[config.mk]
export PLATFORM = sky130hd
export DESIGN_NAME = fp_status_ctl
export DESIGN_NICKNAME = d
export VERILOG_FILES = /design/src/rtl/fpsc_pkg.sv /design/src/rtl/fpsc_classify.sv /design/src/rtl/fpsc_trap_fsm.sv /design/src/rtl/fpsc_regs.sv /design/src/rtl/fp_status_ctl.sv
export SDC_FILE = /design/constraint.sdc
export NUM_CORES = 1
export LEC_CHECK = 0
export BUFFER_PORTS_ARGS = -buffer_cell sky130_fd_sc_hd__buf_2
export CORE_MARGIN = 2
export CORE_UTILIZATION = 40
export CTS_CLUSTER_SIZE = 12
export DETAILED_ROUTE_END_ITERATION = 16
export PLACE_DENSITY = 0.81
export SYNTH_ARGS = -nofsm -noshare
export SYNTH_HDL_FRONTEND = slang
export SYNTH_SLANG_ARGS = --single-unit
[constraint.sdc]
create_clock -name clk -period 2.2 [get_ports clk]
set_clock_uncertainty 0.2 [all_clocks]
set_input_delay 0.11 -clock clk [delete_from_list [all_inputs] [get_ports clk]]
set_output_delay 0.11 -clock clk [all_outputs]
set_load 0.005 [all_outputs]
[src/rtl/fpsc_pkg.sv]
package fpsc_pkg;

    localparam int EXC_W  = 5;
    localparam int RND_W  = 2;
    localparam int FTT_W  = 3;
    localparam int VER_W  = 3;

    localparam int CUR_LSB  = 0;
    localparam int ACC_LSB  = CUR_LSB + EXC_W;
    localparam int MASK_LSB = ACC_LSB + EXC_W;
    localparam int RND_LSB  = MASK_LSB + EXC_W;
    localparam int NS_BIT   = RND_LSB + RND_W;
    localparam int FTT_LSB  = NS_BIT + 1;
    localparam int VER_LSB  = FTT_LSB + FTT_W;
    localparam int WORD_W   = VER_LSB + VER_W;

    typedef enum logic [FTT_W-1:0] {
        FTT_NONE   = 3'd0,
        FTT_IEEE   = 3'd1,
        FTT_UNFIN  = 3'd2,
        FTT_UNIMPL = 3'd3,
        FTT_SEQ    = 3'd4
    } ftt_e;

    typedef enum logic [RND_W-1:0] {
        RND_NEAREST = 2'd0,
        RND_ZERO    = 2'd1,
        RND_POS_INF = 2'd2,
        RND_NEG_INF = 2'd3
    } rnd_e;

    typedef enum logic [2:0] {
        EV_NONE,
        EV_WRITE,
        EV_CLEAN,
        EV_IEEE,
        EV_OTHER
    } ev_e;

endpackage

[src/rtl/fpsc_classify.sv]
module fpsc_classify
    import fpsc_pkg::*;
(
    input  logic             op_valid,
    input  logic [EXC_W-1:0] op_exc,
    input  logic             op_unfin,
    input  logic             op_unimpl,
    input  logic             op_seqerr,
    input  logic             op_subnorm,
    input  logic             wr_en,
    input  logic             ns_mode,
    input  logic [EXC_W-1:0] trap_mask,
    output ev_e              ev,
    output ftt_e             ftt_new
);

    logic [EXC_W-1:0] hit;
    logic             any_hit;
    logic             unfin_eff;

    for (genvar i = 0; i < EXC_W; i++) begin : g_hit
        assign hit[i] = op_exc[i] & trap_mask[i];
    end

    assign any_hit   = |hit;
    assign unfin_eff = op_unfin | (op_subnorm & ~ns_mode);

    always_comb begin
        ev      = EV_NONE;
        ftt_new = FTT_NONE;
        if (wr_en) begin
            ev = EV_WRITE;
        end else if (op_valid) begin
            if (op_seqerr) begin
                ev      = EV_OTHER;
                ftt_new = FTT_SEQ;
            end else if (op_unimpl) begin
                ev      = EV_OTHER;
                ftt_new = FTT_UNIMPL;
            end else if (unfin_eff) begin
                ev      = EV_OTHER;
                ftt_new = FTT_UNFIN;
            end else if (any_hit) begin
                ev      = EV_IEEE;
                ftt_new = FTT_IEEE;
            end else begin
                ev      = EV_CLEAN;
                ftt_new = FTT_NONE;
            end
        end
    end

endmodule

[src/rtl/fpsc_trap_fsm.sv]
module fpsc_trap_fsm
    import fpsc_pkg::*;
(
    input  logic clk,
    input  logic rst_n,
    input  ev_e  ev,
    output logic trap_ieee,
    output logic trap_other
);

    typedef enum logic [1:0] {
        ST_IDLE,
        ST_IEEE,
        ST_OTHER
    } st_e;

    st_e state_q;
    st_e state_d;

    always_ff @(posedge clk or negedge rst_n) begin
        if (!rst_n) state_q <= ST_IDLE;
        else        state_q <= state_d;
    end

    always_comb begin
        state_d = ST_IDLE;
        unique case (ev)
            EV_IEEE:  state_d = ST_IEEE;
            EV_OTHER: state_d = ST_OTHER;
            default:  state_d = ST_IDLE;
        endcase
    end

    always_comb begin
        trap_ieee  = 1'b0;
        trap_other = 1'b0;
        unique case (state_q)
            ST_IDLE:  ;
            ST_IEEE:  trap_ieee  = 1'b1;
            ST_OTHER: trap_other = 1'b1;
            default:  ;
        endcase
    end

endmodule

[src/rtl/fpsc_regs.sv]
module fpsc_regs
    import fpsc_pkg::*;
#(
    parameter logic [VER_W-1:0] VERSION = 3'd1
) (
    input  logic              clk,
    input  logic              rst_n,
    input  ev_e               ev,
    input  ftt_e              ftt_new,
    input  logic [EXC_W-1:0]  op_exc,
    input  logic [WORD_W-1:0] wr_data,
    output rnd_e              rnd_q,
    output logic              ns_q,
    output logic [EXC_W-1:0]  mask_q,
    output logic [EXC_W-1:0]  cur_q,
    output logic [EXC_W-1:0]  acc_q,
    output ftt_e              ftt_q,
    output logic [VER_W-1:0]  ver
);

    assign ver = VERSION;

    always_ff @(posedge clk or negedge rst_n) begin
        if (!rst_n) begin
            rnd_q  <= RND_NEAREST;
            ns_q   <= 1'b0;
            mask_q <= '0;
            cur_q  <= '0;
            acc_q  <= '0;
            ftt_q  <= FTT_NONE;
        end else begin
            unique case (ev)
                EV_WRITE: begin
                    rnd_q  <= rnd_e'(wr_data[RND_LSB +: RND_W]);
                    ns_q   <= wr_data[NS_BIT];
                    mask_q <= wr_data[MASK_LSB +: EXC_W];
                    cur_q  <= wr_data[CUR_LSB +: EXC_W];
                    acc_q  <= wr_data[ACC_LSB +: EXC_W];
                end
                EV_CLEAN: begin
                    cur_q <= op_exc;
                    acc_q <= acc_q | op_exc;
                    ftt_q <= FTT_NONE;
                end
                EV_IEEE: begin
                    cur_q <= op_exc;
                    ftt_q <= FTT_IEEE;
                end
                EV_OTHER: begin
                    cur_q <= '0;
                    ftt_q <= ftt_new;
                end
                default: ;
            endcase
        end
    end

endmodule

[src/rtl/fp_status_ctl.sv]
module fp_status_ctl
    import fpsc_pkg::*;
#(
    parameter logic [VER_W-1:0] VERSION = 3'd1
) (
    input  logic              clk,
    input  logic              rst_n,
    input  logic              op_valid,
    input  logic [EXC_W-1:0]  op_exc,
    input  logic              op_unfin,
    input  logic              op_unimpl,
    input  logic              op_seqerr,
    input  logic              op_subnorm,
    input  logic              wr_en,
    input  logic [WORD_W-1:0] wr_data,
    output logic [RND_W-1:0]  rnd_dir,
    output logic              ns_mode,
    output logic [EXC_W-1:0]  cur_exc,
    output logic [EXC_W-1:0]  acc_exc,
    output logic [FTT_W-1:0]  trap_type,
    output logic [VER_W-1:0]  ver_id,
    output logic              trap_ieee,
    output logic              trap_other
);

    ev_e              ev;
    ftt_e             ftt_new;
    rnd_e             rnd_q;
    ftt_e             ftt_q;
    logic [EXC_W-1:0] trap_mask;

    fpsc_classify u_classify (
        .op_valid   (op_valid),
        .op_exc     (op_exc),
        .op_unfin   (op_unfin),
        .op_unimpl  (op_unimpl),
        .op_seqerr  (op_seqerr),
        .op_subnorm (op_subnorm),
        .wr_en      (wr_en),
        .ns_mode    (ns_mode),
        .trap_mask  (trap_mask),
        .ev         (ev),
        .ftt_new    (ftt_new)
    );

    fpsc_regs #(.VERSION(VERSION)) u_regs (
        .clk     (clk),
        .rst_n   (rst_n),
        .ev      (ev),
        .ftt_new (ftt_new),
        .op_exc  (op_exc),
        .wr_data (wr_data),
        .rnd_q   (rnd_q),
        .ns_q    (ns_mode),
        .mask_q  (trap_mask),
        .cur_q   (cur_exc),
        .acc_q   (acc_exc),
        .ftt_q   (ftt_q),
        .ver     (ver_id)
    );

    fpsc_trap_fsm u_fsm (
        .clk        (clk),
        .rst_n      (rst_n),
        .ev         (ev),
        .trap_ieee  (trap_ieee),
        .trap_other (trap_other)
    );

    assign rnd_dir   = rnd_q;
    assign trap_type = ftt_q;

endmodule

# Word level (Yosys, flattened, before mapping)
# Cells that the tools add are included.
[word_totals]
regBits = 23
in_bits = 37
output_inout_bits = 21
[classes]
eq_ne = 6
n_mux = 18
bitwise = 9
n_reduce_logical = 5
[ops]
columns = ["operator", "n"]
rows = [
  ["$mux 3", 10],
  ["$pmux 5 s3", 1],
  ["$pmux 5 s2", 1],
  ["$pmux 3 s3", 1],
  ["$and 1x1->1", 6],
  ["$eq 3x2->1 const B", 2],
  ["$reduce_bool 3->1", 2],
  ["$or 5x5->5", 1],
  ["$reduce_or 5->1", 1],
  ["$mux 1", 4],
  ["$pmux 2 s2", 1],
  ["$eq 3x1->1 const B", 1],
  ["$eq 3x3->1 const B", 1],
  ["$eq 2x1->1 const B", 1],
  ["$eq 2x2->1 const B", 1],
  ["$reduce_bool 2->1", 1],
  ["$reduce_or 2->1", 1],
  ["$not 1->1", 1],
  ["$or 1x1->1", 1],
]

# Longest topological paths before layout
# Gate-level depths: netlist of run 1.
[logic_depth]
ltp_word = 11
mapped_depth = 5
ltp_nobuf = 3

# Hierarchy
# A second synthesis of run 1 with hierarchy kept.
[unflattened]
hier_cells = 113
area_unflattened_um2 = 1212.4
[modules_own_cells]
columns = ["module", "instances", "cells_per_inst", "area_per_inst_um2", "seq_area_each_um2"]
rows = [
  ["fpsc_regs", 1, 92, 1024.7, 525.5],
  ["fpsc_classify", 1, 15, 101.3, 0.0],
  ["fpsc_trap_fsm", 1, 6, 86.3, 50.0],
]

# Worst setup path after synthesis of run 1
# No wires, ideal clock.
[synth_path]
path_kind = "reg2reg"
startpoint = "reg u_regs.mask_q[0]"
endpoint = "reg u_regs.ftt_q[0]"
setup_time_ns = 0.120
arrival_ns = 1.022
required_ns = 1.880
setup_slack_ns = 0.859
stages_incl_launch_ff = 4
n_path_buf = 0
synth_period_minus_slack_ns = 1.341
cell_sequence = "dfrtp_1 -> a222oi_1 -> nand2_1 -> a31o_1"
[synth_via]
elab_chain_cells = 10
elab_cells_between_ends = 19
cone_classes = "eq/ne (3); mux (13); bitwise (1); reduce/logical (2)"
[synth_rtl]
columns = ["element", "line_no", "rtl"]
rows = [
  ["start: declaration", "fpsc_regs.sv:14", "output logic [EXC_W-1:0] mask_q,"],
  ["start signal: assignment", "fpsc_regs.sv:36", "mask_q <= wr_data[MASK_LSB +: EXC_W];"],
  ["$and 1x1->1 *", "fpsc_classify.sv:22", "assign hit[i] = op_exc[i] & trap_mask[i];"],
  ["$reduce_or 5->1 *", "fpsc_classify.sv:25", "assign any_hit = |hit;"],
  ["$mux 1", "fpsc_classify.sv:43", "end else if (any_hit) begin"],
  ["$mux 3", "fpsc_classify.sv:40", "end else if (unfin_eff) begin"],
  ["$mux 3", "fpsc_classify.sv:37", "end else if (op_unimpl) begin"],
  ["$mux 3", "fpsc_classify.sv:34", "if (op_seqerr) begin"],
  ["$mux 3", "fpsc_classify.sv:33", "end else if (op_valid) begin"],
  ["$mux 3", "fpsc_classify.sv:31", "if (wr_en) begin"],
  ["$eq 3x3->1 / $eq 3x2->1 (equally long branches)", "fpsc_regs.sv:32", "unique case (ev)"],
  ["$pmux 3 s3 / $reduce_bool 3->1 (equally long branches)", "n/a", ""],
  ["end signal: assignment", "fpsc_regs.sv:51", "ftt_q <= ftt_new;"],
  ["end: declaration", "fpsc_regs.sv:17", "output ftt_e ftt_q,"],
]
# Every way passes the cells marked *; elsewhere a longest branch is shown, timed or not.
# A chain may end at the register's enable or synchronous reset.

# Final worst setup path of run 1
[layout_path]
startpoint = "reg u_regs.ns_q"
endpoint = "reg u_regs.cur_q[4]"
[layout_via]
elab_chain_cells = 11
elab_cells_between_ends = 15
cone_classes = "eq/ne (4); mux (6); bitwise (3); reduce/logical (2)"
[layout_rtl]
columns = ["element", "line_no", "rtl"]
rows = [
  ["start: declaration", "fpsc_regs.sv:13", "output logic ns_q,"],
  ["start signal: assignment", "fpsc_regs.sv:35", "ns_q <= wr_data[NS_BIT];"],
  ["$not 1->1 *", "fpsc_classify.sv:26", "assign unfin_eff = op_unfin | (op_subnorm & ~ns_mode);"],
  ["$and 1x1->1 *", "fpsc_classify.sv:26", ""],
  ["$or 1x1->1 *", "fpsc_classify.sv:26", ""],
  ["$mux 3 *", "fpsc_classify.sv:40", ""],
  ["$mux 3 *", "fpsc_classify.sv:37", ""],
  ["$mux 3 *", "fpsc_classify.sv:34", ""],
  ["$mux 3 *", "fpsc_classify.sv:33", ""],
  ["$mux 3 *", "fpsc_classify.sv:31", ""],
  ["$eq 3x2->1", "fpsc_regs.sv:32", ""],
  ["$reduce_or 2->1 (no line)", "n/a", ""],
  ["$pmux 5 s3 / $reduce_bool 3->1 (equally long branches)", "n/a", ""],
  ["end signal: assignment", "fpsc_regs.sv:37", "cur_q <= wr_data[CUR_LSB +: EXC_W];"],
  ["end signal: assignment", "fpsc_regs.sv:41", "cur_q <= op_exc;"],
  ["end signal: assignment", "fpsc_regs.sv:46", "cur_q <= op_exc;"],
  ["end: declaration", "fpsc_regs.sv:15", "output logic [EXC_W-1:0] cur_q,"],
]
# Marks and branches as above.

==> metrics.sh, run 1 <==
ACHIEVABLE-FREQUENCY_MHz=485
FILLERINSTANCES=205
CELL_AT_THE_ROOT_OF_THE_CLOCK_TREE='sky130_fd_sc_hd__clkbuf_4'
HOLD_END='u_regs.cur_q[1]'
NUMPORTBUFFERS=48
DIEHEIGHT_MICRONS=56.3
MAIN_SYNTH_FF_TYPE='sky130_fd_sc_hd__dfrtp_1'
REGTOREGSETUPSLACK_NS=0.14
WORSTPATHMAXFANOUT=11
FLOW.AREA_GROWTH_FROM_SYNTHESIS_PCT=49.9
CLOCK_TREE.HTREE_LEVEL_COUNT=1
PLACEABLECOREAREA_SQ_UM=2540
TIMING.REG2REG.WORST_PATH_DEPTH=4
IO_PINS=58
WORSTPATHCELLLIST='nand2b_1 > a41oi_1 > o21ai_0 > dlygate4sd3_1'
DETAIL_ROUTE.VIAS_PER_CELL=5.01
CRITICAL_PATH_ARRIVAL_NS=2.06
ANTENNA_LEFT=0
SYNTH_COMMONEST_CELLS='sky130_fd_sc_hd__dfrtp_1, sky130_fd_sc_hd__nand2_1, sky130_fd_sc_hd__o21ai_0, sky130_fd_sc_hd__mux2_2, sky130_fd_sc_hd__nor2b_1'
CLKLATENCYLATEPIN_NS=0.30
SYNTH.LIB_CELLS_USED.DISTINCT=24
TIGHTEST_SLEW_NS=0.506
CTSLONGESTPATHBUFFERS=2
STATUS='completed'
GRT_FIRST_PASS_WIRELENGTH_MM=4.30
TIMING.CRITICAL_PATH.REQUIRED_NS=2.20
POWER_DENSITY_nW_PER_UM2=542
TIMING.CRITICAL_PATH.SLOWEST_CELL_DELAY_NS=0.58
TRITONCTS='yes'
R2R-START='u_regs.ns_q'
SETUP_TNS_NS=0
MIN_DELAY_PATH_DEPTH=3
NETLIST.TOP_CELL.BY_AREA='sky130_fd_sc_hd__dfrtp_1'
CRITPATHKIND='reg -> reg'
NETLIST_INSTANCES=98
CTS_INSERTED_BUFFERS=3
SYNTH_LARGEST_TYPE_AREA_FRACTION=0.526
WORSTREG2REGEND='u_regs.cur_q[4]'
POST_SYNTH_EDFFS=0
SETUP-VIOLATIONS-FINAL=0
IR_DROP_V=0.000314
P_LEAK_nW=0.796
TOTAL_ROUTING_USAGE_GR=0.170
GRT_ANTENNA_BEFORE_REPAIR=0
YOSYS.CELL_COUNT.TOP_TYPE='sky130_fd_sc_hd__dfrtp_1'
FINAL.PERIOD_UTILIZATION=0.937
VIAS=1008
FINALWORSTSETUPSLACK_NS=0.139
WORST_HOLD_PATH_TYPE='in -> reg'
WORST_SETUP_PATH_END_KIND='flip-flop'
LAYOUT_MIN_CYCLE_TIME_NS=2.06
GRT_SETUP_UNREPAIRED='no'
FIRST_ITER_VIOLATIONS=36
HOLD_VIOL=0
POST_SYNTHESIS_INSTANCE_AREA_SQ_UM=1090
GLOBALPLACE.CONGESTION=0.800
YOSYSWARNINGCOUNT=0
FLOORPLAN.DIE_AREA_SQ_UM=3170
ROUTED_WL_MM=2.69
ROUTED_WIRE_LENGTH_PER_INSTANCE_MICRONS=13.4
CP-START-KIND='flip-flop'
DRV.MAX_CAP_VIOLATION_COUNT=0
PLACEMENT.SETUP.WORST_SLACK_NS=0.585
OVERFLOW=0
POST_ROUTE_CELLS_DRIVE_ABOVE_1_SHARE=0.368
GRT_START_MAX_NET_PINS=26
RELSLEWSLACK=0.662
SYNTH.FF_LATCH_COUNT=23
DIEWIDTH_MICRONS=56.3
WORST_PATH_MAX_DELAY_CELL='sky130_fd_sc_hd__dlygate4sd3_1'
YOSYS-TOP-CELLS-AREA='sky130_fd_sc_hd__dfrtp_1, sky130_fd_sc_hd__mux2_2, sky130_fd_sc_hd__mux2i_1, sky130_fd_sc_hd__nor2b_1, sky130_fd_sc_hd__o21ai_0'
STARTING_DENSITY=0.430
SLEW_VIOLS_FINAL=0
ANTENNADIODECOUNT=0
DRT_PRE_ANTENNA_ITERS=4
GRT_PASS1_VIAS=992
DRC_ERRORS=0
CLKTRANSATPATHREGS_NS=0.12
FIN_NETS=209
HP-START='op_exc[1]'
SYNTHESIS.AREA_PER_INSTANCE_SQ_UM=11.2
FLOORPLAN.ROWS=18
CTS.SINK_COUNT=23
YS_ASYNC_SR_FRACTION=1.00
CTS_POST_SETUP_BUFFERS_INSERTED=0
YOSYSSEQAREASHARE=0.526
[how the worst max path moves through the flow]
stage | to | cells past startpoint | startpoint
final | u_regs.cur_q[4] | 4 | u_regs.ns_q
after CTS | u_regs.acc_q[2] | 6 | op_valid
after detailed placement | u_regs.ftt_q[0] | 4 | wr_en
after global routing | u_regs.cur_q[3] | 4 | u_regs.ns_q
after global placement | u_regs.ftt_q[0] | 4 | wr_en
after floorplan | u_regs.ftt_q[0] | 3 | u_regs.mask_q[0]
[flip-flops by register name, summed over array words and instances (netlist names)]
signal,count
u_fsm.state_q,2
u_regs.acc_q,5
u_regs.cur_q,5
u_regs.ftt_q,3
u_regs.mask_q,5
u_regs.ns_q,1
u_regs.rnd_q,2
[cells in the final DEF (no fill, tap or decap), types with 2 or more instances in the layout]
| master | n |
|---|---|
| sky130_fd_sc_hd__clkbuf_4 | 3 |
| sky130_fd_sc_hd__nand2b_1 | 2 |
| sky130_fd_sc_hd__nand4_1 | 5 |
| sky130_fd_sc_hd__buf_2 | 48 |
| sky130_fd_sc_hd__o21ai_0 | 10 |
| sky130_fd_sc_hd__dlygate4sd3_1 | 29 |
| sky130_fd_sc_hd__conb_1 | 3 |
| sky130_fd_sc_hd__dfrtp_1 | 23 |
| sky130_fd_sc_hd__mux2_2 | 8 |
| sky130_fd_sc_hd__mux2i_1 | 5 |
| sky130_fd_sc_hd__nor2b_1 | 8 |
| sky130_fd_sc_hd__nand2_1 | 10 |
| sky130_fd_sc_hd__a41oi_1 | 5 |
[metrics by stage]
stage	utilization	cell area, sq um	total power [W]	hold WS (ns)	cells
global placement	0.517	1320	0.000644	-0.112	168
CTS	0.642	1630	0.000889	0.00370	201
floorplan	-	1100	0.000577	-0.386	99
finish	0.644	1640	0.000889	0.0121	201
detailed placement	0.517	1320	0.000654	-0.0950	168
global route	0.644	1640	0.000936	0.0172	201
[power by group]
part           switching (W)  leakage (nW)  total (W)  internal, W
logic              0.0000899         0.499   0.000214     0.000124
clock network       0.000124        0.0177   0.000192    0.0000677
registers          0.0000207         0.279   0.000483     0.000462
[cell families (layout without fill, tap and decap cells)]
logic type / Yosys count / after routing / share of synthesized area
simple gates: 30 / 30 / 0.148
flops: 23 / 23 / 0.526
compound gates: 19 / 19 / 0.117
mux: 14 / 14 / 0.142
buf+inv: 10 / 82 / 0.0606
other cells: 2 / 3 / 0.00687
[final cells by class]
cell class                 count  area (sq um)  share of cell area
clock inverter                 1          5.00             0.00305
clock buffer                   3          22.5              0.0137
sequential                    23           576               0.351
tap                           30          37.5              0.0229
multi-input combinational     66           460               0.281
timing repair buffer          78           538               0.328
[layer usage]
layer | global-route usage | up-vias | wire length, microns
li1 | - | 487 | -
met1 | 0.209 | 469 | 1110
met4 | 0.0646 | 0 | 44
met5 | 0 | - | 0
met2 | 0.297 | 48 | 1350
met3 | 0.0276 | 4 | 192
[critical path, delay by kind of cell, from the launching register on]
kind	cells	cell delay [ns]
AND/OR/NAND/NOR	1	0.34
buffers and inverters	1	0.58
AO/OA/AOI/OAI	2	0.42
flip-flops	1	0.41
[repair_timing]
item | CTS | global route
hold buffers | 29 | 0
gates resized for setup | 0 | 1
setup endpoints to repair | 0 | 1
hold endpoints to repair | 44 | 0
(Power assumes the default switching activity.)
==> run 2, diff against run 1 <==
--- a/config.mk
+++ b/config.mk
@@ -8,6 +8,7 @@
 export BUFFER_PORTS_ARGS = -buffer_cell sky130_fd_sc_hd__buf_2
 export CORE_MARGIN = 2
 export CORE_UTILIZATION = 40
+export CTS_BUF_LIST = sky130_fd_sc_hd__clkbuf_8
 export CTS_CLUSTER_SIZE = 12
 export DETAILED_ROUTE_END_ITERATION = 16
 export PLACE_DENSITY = 0.81
==> run 2 against run 1 <==
Compared with the run above: global-route usage decreased by 0.19 points; highest routed layer unchanged; worst setup slack worse by 0.0087 ns; sequential power barely moved; first-iteration DRC count is 47% lower; clock power rose by 32%; die area unchanged; worst hold slack better by 0.017 ns; routed wire length shrank 1.5%; non-clock buffer count decreased by 4; sequential cell count did not move; register-to-register slack improved by 0.10 ns.
==> metrics.sh, run 2 (synthesis gave the netlist of run 1 again) <==
HOLD_END='u_regs.cur_q[3]'
GR-MAX-USAGE-LAYER='met2'
CTSLONGESTPATHBUFFERS=2  # unchanged
WORST_PATH_MAX_DELAY_CELL='sky130_fd_sc_hd__dlygate4sd3_1'
VIAS=994  # -1.4%
CRITICAL_PATH_ARRIVAL_NS=2.07  # about the same
CLKTRANSATPATHREGS_NS=0.08  # -0.04 ns
GRT_PASS1_VIAS=952  # -4.0%
HOLD_VIOL=0  # unchanged
TIMING.REG2REG.WORST_PATH_DEPTH=4  # unchanged
STATUS='completed'
PLACEABLECOREAREA_SQ_UM=2540  # unchanged
ACHIEVABLE-FREQUENCY_MHz=483  # -0.42%
REG.LARGEST.LIST='u_regs.acc_q: 5 flops, u_regs.cur_q: 5 flops, u_regs.mask_q: 5 flops'
CTS.SINK_COUNT=23  # unchanged
LAYOUT.CORE_UTILIZATION=0.634  # -0.0103
WORSTPATHMAXFANOUT=11  # unchanged
DIEHEIGHT_MICRONS=56.3  # unchanged
WORSTREG2REGEND='u_regs.acc_q[3]'
ANTENNADIODECOUNT=0  # unchanged
MIN_DELAY_PATH_DEPTH=3  # unchanged
NUMPORTBUFFERS=48  # unchanged
IR_DROP_V=0.000384  # +22%
POWER_DENSITY_nW_PER_UM2=583  # +7.6%
DETAIL_ROUTE.VIAS_PER_CELL=5.05  # +0.61%
POST_ROUTE_CELLS_DRIVE_ABOVE_1_SHARE=0.377  # +0.00882
WORSTPATHCELLLIST='dlygate4sd3_1 > buf_2 > nor3_1 > buf_4 > nand4_1 > o21ai_0 > dlygate4sd3_1'
CRITPATHKIND='in -> reg'
DRT_PRE_ANTENNA_ITERS=4  # unchanged
TOTAL_ROUTING_USAGE_GR=0.168  # -0.00194
SLEW_VIOLS_FINAL=0  # unchanged
CTS_INSERTED_BUFFERS=3  # unchanged
CP-START-KIND='input port'
CP_COMMON_CELL='sky130_fd_sc_hd__dlygate4sd3_1'
MET3_USAGE=0.0207  # -0.00691
POST_CTS.RESIZED_INSTANCES=0  # unchanged
FLOORPLAN.ROWS=18  # unchanged
FIRST_ITER_VIOLATIONS=19  # -47%
DIEWIDTH_MICRONS=56.3  # unchanged
MOSTFREQUENTLAYOUTCELL='sky130_fd_sc_hd__buf_2'
P_LEAK_nW=0.780  # -2.0%
FILLERINSTANCES=209  # +2.0%
GRT_UTIL_MET2=0.286  # -0.0118
FIN_NETS=205  # -1.9%
IO_PINS=58  # unchanged
FLOORPLAN.DIE_AREA_SQ_UM=3170  # unchanged
CLKLATENCYLATEPIN_NS=0.26  # -0.04 ns
LAYOUT_COMMON_CELLS='sky130_fd_sc_hd__buf_2, sky130_fd_sc_hd__dlygate4sd3_1, sky130_fd_sc_hd__dfrtp_1'
DRC_ERRORS=0  # unchanged
FINAL.PERIOD_UTILIZATION=0.941  # +0.00395
STARTING_DENSITY=0.430  # unchanged
TRITONCTS='yes'
GLOBALPLACE.CONGESTION=0.800  # unchanged
GRT_ANTENNA_BEFORE_REPAIR=0  # unchanged
ROUTED_WIRE_LENGTH_PER_INSTANCE_MICRONS=13.5  # +0.48%
WORST_SETUP_PATH_END_KIND='flip-flop'
TIMING.CRITICAL_PATH.SLOWEST_CELL_DELAY_NS=0.57  # about the same
WORST_HOLD_PATH_TYPE='in -> reg'
SETUP_TNS_NS=0  # unchanged
GR-USAGE-MET1=0.220  # +0.0103
REGTOREGSETUPSLACK_NS=0.24  # +0.10 ns
TIMING.CRITICAL_PATH.REQUIRED_NS=2.20  # about the same
HP-START='op_exc[3]'
R2R-START='u_regs.mask_q[0]'
OVERFLOW=0  # unchanged
DRV.MAX_CAP_VIOLATION_COUNT=0  # unchanged
CLOCK_TREE.HTREE_LEVEL_COUNT=1  # unchanged
SETUP-VIOLATIONS-FINAL=0  # unchanged
GRT_FIRST_PASS_WIRELENGTH_MM=4.22  # -1.8%
LAYOUT_MIN_CYCLE_TIME_NS=2.07  # +0.00870 ns
ANTENNA_LEFT=0  # unchanged
FLOW.AREA_GROWTH_FROM_SYNTHESIS_PCT=47.5
GRT_SETUP_UNREPAIRED='no'
ROUTED_WL_MM=2.65  # -1.5%
CELL_AT_THE_ROOT_OF_THE_CLOCK_TREE='sky130_fd_sc_hd__clkbuf_8'
GRT_START_MAX_NET_PINS=26  # unchanged
## run 2: cell type report
class	instances	area [sq um]	share of cell area
multi-input combinational	66	455	0.282
sequential	23	576	0.357
tap	30	37.5	0.0233
clock inverter	1	5.00	0.00310
clock buffer	3	41.3	0.0256
timing repair buffer	74	498	0.309
## run 2: through the flow
step / worst slack, ns / instances / cell area, sq um / hold slack [ns] / power, W
3_3_place_gp: 0.647 / 168 / 1320 / -0.112 / 0.000644
2_1_floorplan: 0.859 / 99 / 1100 / -0.386 / 0.000577
3_5_place_dp: 0.585 / 168 / 1320 / -0.0950 / 0.000654
4_1_cts: 0.187 / 197 / 1610 / 0.0287 / 0.000946
6_report: 0.130 / 197 / 1610 / 0.0295 / 0.000941
5_1_grt: 0.0634 / 197 / 1610 / 0.0539 / 0.000994
## run 2: power by group
part / switching [W] / leakage (nW) / internal [W] / total, W
registers: 0.0000204 / 0.279 / 0.000462 / 0.000483
logic: 0.0000883 / 0.475 / 0.000117 / 0.000205
clock network: 0.000127 / 0.0255 / 0.000126 / 0.000253
total: 0.000236 / 0.780 / 0.000705 / 0.000941
## run 2: timing repair
action	CTS	global route
hold buffers	25	0
buffers inserted	0	0
endpoints found under the hold margin	43	0
## run 2: worst max path at each step
stage                      from               to  slack, ns  depth (start not counted)
3_5_place_dp              wr_en  u_regs.ftt_q[0]       0.59                          4
4_1_cts               op_seqerr  u_regs.acc_q[2]       0.19                          7
3_3_place_gp              wr_en  u_regs.ftt_q[0]       0.65                          4
5_1_grt               op_seqerr  u_regs.acc_q[4]       0.06                          7
6_report              op_seqerr  u_regs.acc_q[4]       0.13                          7
2_1_floorplan  u_regs.mask_q[0]  u_regs.ftt_q[0]       0.86                          3
## run 2: critical path, delay by kind of cell
family / cells / cell delay, ns
and+or+nand+nor: 2 / 0.32
AOI/OAI and AO/OA: 1 / 0.19
buffers and inverters: 4 / 1.46
## run 2: layer usage
| layer | vias up | routed length, microns |
|---|---|---|
| met4 | 0 | 19 |
| met1 | 459 | 1060 |
| met5 | - | 0 |
| met2 | 50 | 1350 |
| met3 | 2 | 217 |
| li1 | 483 | - |
